File: config.mk
export PLATFORM = sky130hd
export DESIGN_NAME = rank_boundary_decoder
export DESIGN_NICKNAME = d
export VERILOG_FILES = /design/src/rtl/rank_boundary_decoder.sv
export SDC_FILE = /design/constraint.sdc
export NUM_CORES = 1
export LEC_CHECK = 0
export ABC_CLOCK_PERIOD_IN_PS = 5000
export BUFFER_PORTS_ARGS = -buffer_cell sky130_fd_sc_hd__buf_4
export CAP_MARGIN = 20
export CORE_MARGIN = 5
export CORE_UTILIZATION = 60
export DETAILED_ROUTE_END_ITERATION = 10
export PLACE_DENSITY = 0.8
export SLEW_MARGIN = 5
export SYNTH_ARGS = -nofsm -noshare
export SYNTH_HDL_FRONTEND = slang
export SYNTH_SLANG_ARGS = --single-unit
export TNS_END_PERCENT = 50
File: constraint.sdc
create_clock -name clk -period 5 [get_ports clk]
set_clock_uncertainty 0.15 [all_clocks]
set_input_delay 0.5 -clock clk [delete_from_list [all_inputs] [get_ports clk]]
set_output_delay 0.5 -clock clk [all_outputs]
set_load 0.01 [all_outputs]
File: src/rtl/rank_boundary_decoder.sv
module rank_boundary_decoder #(
  parameter int ADDR_W      = 27,
  parameter int GRAIN_SHIFT = 25,
  parameter int LINE_SHIFT  = 7,
  parameter int RANKS       = 4,
  parameter int OFS_W       = 8,
  parameter int ATTR_BASE   = 8
) (
  input  logic                             clk,
  input  logic                             rst_n,
  input  logic                             cfg_we,
  input  logic [OFS_W-1:0]                 cfg_addr,
  input  logic [7:0]                       cfg_wdata,
  input  logic [ADDR_W-1:0]                line_addr,
  output logic                             hit,
  output logic [$clog2(2*RANKS)-1:0]       rank_idx,
  output logic                             chan,
  output logic                             dual
);
  localparam int SH    = GRAIN_SHIFT - LINE_SHIFT;
  localparam int CMP_W = ADDR_W - SH + 1;
  localparam int FW    = CMP_W + SH;
  localparam int RIW   = $clog2(2*RANKS);
  localparam int LOW_W = OFS_W - 1;

  logic [1:0][RANKS-1:0][7:0] bnd;
  logic [1:0][RANKS-1:0][2:0] attr;
  logic [CMP_W-1:0] lim_s [2*RANKS];
  logic [CMP_W-1:0] lim_d [RANKS];
  logic [RANKS-1:0] eq;
  logic [FW-1:0]    addr_x;

  wire             cfg_ch  = cfg_addr[OFS_W-1];
  wire [LOW_W-1:0] cfg_low = cfg_addr[LOW_W-1:0];

  assign addr_x = FW'(line_addr);

  function automatic logic page_ok(input logic [2:0] code);
    return code inside {3'b010, 3'b011, 3'b100};
  endfunction

  always_ff @(posedge clk or negedge rst_n) begin
    if (!rst_n) begin
      bnd  <= '0;
      attr <= '0;
    end else if (cfg_we) begin
      for (int r = 0; r < RANKS; r++)
        if (cfg_low == LOW_W'(r)) bnd[cfg_ch][r] <= cfg_wdata;
      for (int p = 0; p < RANKS/2; p++)
        if (cfg_low == LOW_W'(ATTR_BASE + p)) begin
          attr[cfg_ch][2*p]   <= cfg_wdata[2:0];
          attr[cfg_ch][2*p+1] <= cfg_wdata[6:4];
        end
    end
  end

  for (genvar r = 0; r < RANKS; r++) begin : g_lim
    assign lim_s[r]       = CMP_W'(bnd[0][r]);
    assign lim_s[RANKS+r] = CMP_W'(bnd[0][RANKS-1]) + CMP_W'(bnd[1][r]);
    assign lim_d[r]       = CMP_W'(bnd[0][r]) << 1;
    assign eq[r]          = bnd[0][r] == bnd[1][r];
  end

  assign dual = &eq;

  logic           found, ok, sel_ch;
  logic [RIW-1:0] sel;

  always_comb begin
    found  = 1'b0;
    ok     = 1'b0;
    sel    = '0;
    sel_ch = 1'b0;
    if (dual) begin
      for (int r = 0; r < RANKS; r++)
        if (!found && addr_x < {lim_d[r], {SH{1'b0}}}) begin
          found  = 1'b1;
          sel    = RIW'(r);
          sel_ch = line_addr[0];
          ok     = page_ok(attr[line_addr[0]][r]);
        end
    end else begin
      for (int i = 0; i < 2*RANKS; i++)
        if (!found && addr_x < {lim_s[i], {SH{1'b0}}}) begin
          found  = 1'b1;
          sel    = RIW'(i);
          sel_ch = i >= RANKS;
          ok     = page_ok(attr[i/RANKS][i%RANKS]);
        end
    end
  end

  assign hit      = found && ok;
  assign rank_idx = hit ? sel : '0;
  assign chan     = hit && sel_ch;
endmodule

==> flow_metrics.py <==
metrics = {
    "placement": {
        "port_buffers": 34,
        "hpwl_um": 14400,
        "gp_congestion": 0.924,
        "placed_cell_area_um2": 7680,
    },
    "routing": {
        "routed_wl_um": 20600,
        "drt_pass1_iterations": 5,
        "drc_errors": 0,
        "routed_via_density": 6.55,
        "detail-route-antenna-nets": 0,
        "wl_per_cell_um": 22.2,
        "first_iter_violations": 444,
        "dr_total_vias": 6082,
    },
    "setup_path": {
        "cpMostUsedCell": "buf_4",
        "cp_max_fo": 4,
        "critPathLaunchType": "flip-flop",
        "cp.required_ps": 4350,
        "slowest_stage": "a21oi_1",
        "arrival_ps": 4300,
        "worst_path_largest_cell_delay_ps": 460,
        "crit_chain": "ha_2 > inv_2 > fa_2 > inv_2 > a21oi_2 > o21ai_2 > a21oi_1 > o21bai_1 > buf_4 > buf_4 > xnor2_1 > ha_1 > o21ai_0 > nand2b_1 > a21oi_1 > nor4bb_4 > o311ai_4 > a221oi_2 > o21a_2 > a21oi_2 > buf_4",
        "worstSetupEndpointType": "output port",
        "worst-setup-path-type": "reg2out",
    },
    "yosys": {
        "yosysWarnings": 0,
        "synth_edf_count": 0,
        "syn_avg_cell_area_um2": 9.97,
        "synth-seq-area-share_pct": 30.5,
        "yosysTopAreaCellShare_pct": 30.5,
        "ys_ff_latch": 88,
        "synthArstFlopShare_pct": 100,
        "synth_flop_cell": "dfrtp_1",
        "ys_types": 65,
        "synth_top_cell_by_area": "dfrtp_1",
        "synth.area.top_cells": "dfrtp_1 30%, ha_1 21%, mux2_2 12%",
        "netlist_area_um2": 7230,
        "synthCells": 725,
        "synth_fp_nets": 895,
    },
    "cells_and_area": {
        "nFillCells": 889,
        "finish.utilization_pct": 69.1,
        "area_growth_pct": 13.8,
        "diodes": 0,
        "fin_area_um2": 8230,
        "fin_nets": 947,
        "drive_gt1_share_pct": 25.4,
    },
    "floorplanning": {
        "start_util_pct": 60.7,
        "core_area_um2": 11900,
        "die_area_um2": 14300,
        "row_count": 40,
        "io_pins": 52,
        "die-width_um": 120,
        "die_y_um": 120,
    },
    "sta": {
        "final_hold_viol_count": 0,
        "fmax_mhz": 202,
        "worst_pin_slew_ps": 855,
        "final-setup-viol-count": 0,
        "slew-limit-headroom_pct": 42.7,
        "drv_slew": 0,
        "min_period_over_period_pct": 99.0,
        "finalCriticalPeriod_ps": 4950,
    },
    "cts": {
        "ctsHtreeMaxLevel": 3,
        "clk_pin_slew_ps": 70,
        "cts_tree": "done",
        "clockBufferDepth": 2,
        "cts-root-buf": "clkbuf_16",
        "clock_latency_ps": 340,
        "cts_buffers": 9,
        "cts.sinks": 88,
    },
    "run_status": {
        "outcome": "finished clean",
    },
    "grt": {
        "grt_util_all_layers_pct": 28.7,
        "grt_max_degree": 54,
        "overflow": 0,
        "grt_first_pass_wirelength_um": 32000,
        "grt_pass1_vias": 6250,
        "antenna_found_initial": 0,
    },
    "power": {
        "peakVddDrop_uv": 193,
        "power.density_nw_per_um2": 238,
        "leakage_nw": 4.03,
    },
    "worst_hold_path": {
        "hold_path.class": "in2reg",
    },
    "job": {
        "cap_violations": 0,
    },
}
where the power goes:
part           total (mW)  switching (mW)  leakage (nW)  internal (mW)
logic               0.484           0.282          2.74          0.202
clock network       0.691           0.307         0.150          0.384
registers           0.787          0.0374          1.14          0.750
total                1.96           0.626          4.03           1.34
state kept, by name (all words and copies together) (netlist names):
register / flops
bnd: 64
attr: 24
worst max-delay path, delay by kind of cell, from the launching register on:
kind	cells	cell delay [ps]
and+or+nand+nor	2	210
buffers and inverters	5	500
DFF	1	360
AOI/OAI and AO/OA	10	1970
xor gates and xnor gates	1	100
adders and majority gates	3	820
cell usage after synthesis (all sizes together) (4+ instances only):
library cell	count
nor3	7
o21bai	11
mux2	78
ha	120
xnor2	25
xor2	22
inv	57
nand2b	12
dfrtp	88
clkbuf	9
o21a	4
o22ai	5
nor3b	5
mux2i	4
nand2	36
a211o	4
fa	4
a211oi	10
nand4	7
buf	5
nand3	16
a21oi	55
a21o	12
nor2	37
o21ai	44
nor4	8
logic make-up (layout without fill, tap and decap cells):
family / count (synthesis) / count (layout) / share of synthesized area (%)
AND/OR/NAND/NOR: 149 / 149 / 11.4
AO/OA/AOI/OAI: 164 / 164 / 14.1
flip-flops: 88 / 88 / 30.5
adder cells (fa/ha/maj): 124 / 124 / 21.9
buffers and inverters: 71 / 128 / 3.76
multiplexers: 82 / 82 / 12.7
XOR/XNOR: 47 / 47 / 5.69
layout by cell type (no fill, tap or decap), types with 3 or more instances in the layout:
master     count
nor2_2         4
nor3_4         3
o211ai_1       3
buf_4         54
or3_1          3
ha_1         118
o21a_1         3
nor3b_1        5
mux2_2        78
a211oi_1       9
nand3_1       16
nor4_1         7
a21oi_2       16
nand2b_1      12
o21ai_0       39
dfrtp_1       87
inv_1         53
nand4_1        7
a21o_1        12
o22ai_1        5
o21ai_1        4
a21oi_1       39
a211o_1        4
xnor2_1       25
clkbuf_8       3
clkbuf_16      9
inv_2          4
and2b_1        3
nor2b_1        3
o21bai_1      11
xor2_1        22
mux2i_1        4
nand2_1       35
nor2_1        32
what timing repair did:
item | in CTS | in global routing
setup endpoints to repair | 4 | 4
hold endpoints to repair | 35 | 0
resized for setup | 7 | 36
hold buffers | 1 | 0
setup buffers | 4 | 7
pin swaps | 5 | 23
layout make-up:
cell class | instances | area [um2] | area share, %
timing repair buffer | 55 | 415 | 5.05
clock buffer | 12 | 267 | 3.24
inverter | 57 | 214 | 2.60
clock inverter | 4 | 35.0 | 0.426
multi-input combinational | 566 | 4910 | 59.7
sequential | 88 | 2200 | 26.8
tap | 147 | 184 | 2.24
routing by layer:
metal / wire length [um] / GRT usage (%) / part of all wire [%]
met4: 984 / 14.4 / 4.8
met3: 1510 / 4.05 / 7.4
met5: 0 / 0 / 0
met2: 9720 / 47.8 / 47
met1: 8360 / 36.6 / 41
final timing paths:
kind	startpoint	endpoint	slack, ps	depth (start not counted)
setup / recovery	bnd[24]	rank_idx[1]	50	21
hold / removal	cfg_wdata[3]	bnd[3]	330	3
setup reg to reg	bnd[25]	bnd[25]	3840	2
hold reg to reg	attr[18]	attr[18]	360	1
max in group asynchronous	rst_n	attr[8]	3130	3
min in group asynchronous	rst_n	bnd[24]	500	2
metrics by stage:
stage | TNS, ps | hold slack [ps] | total power, mW | worst slack [ps] | instances
5_1_grt | -323 | 345 | 2.05 | -110 | 929
6_report | 0 | 331 | 1.96 | 49.8 | 929
3_3_place_gp | 0 | 323 | 1.21 | 270 | 901
2_1_floorplan | 0 | 54.4 | 1.08 | 552 | 725
4_1_cts | 0 | 307 | 1.93 | 5.12 | 922
3_5_place_dp | 0 | 337 | 1.24 | 116 | 901
No activity file was read; power rests on OpenSTA's default activity.
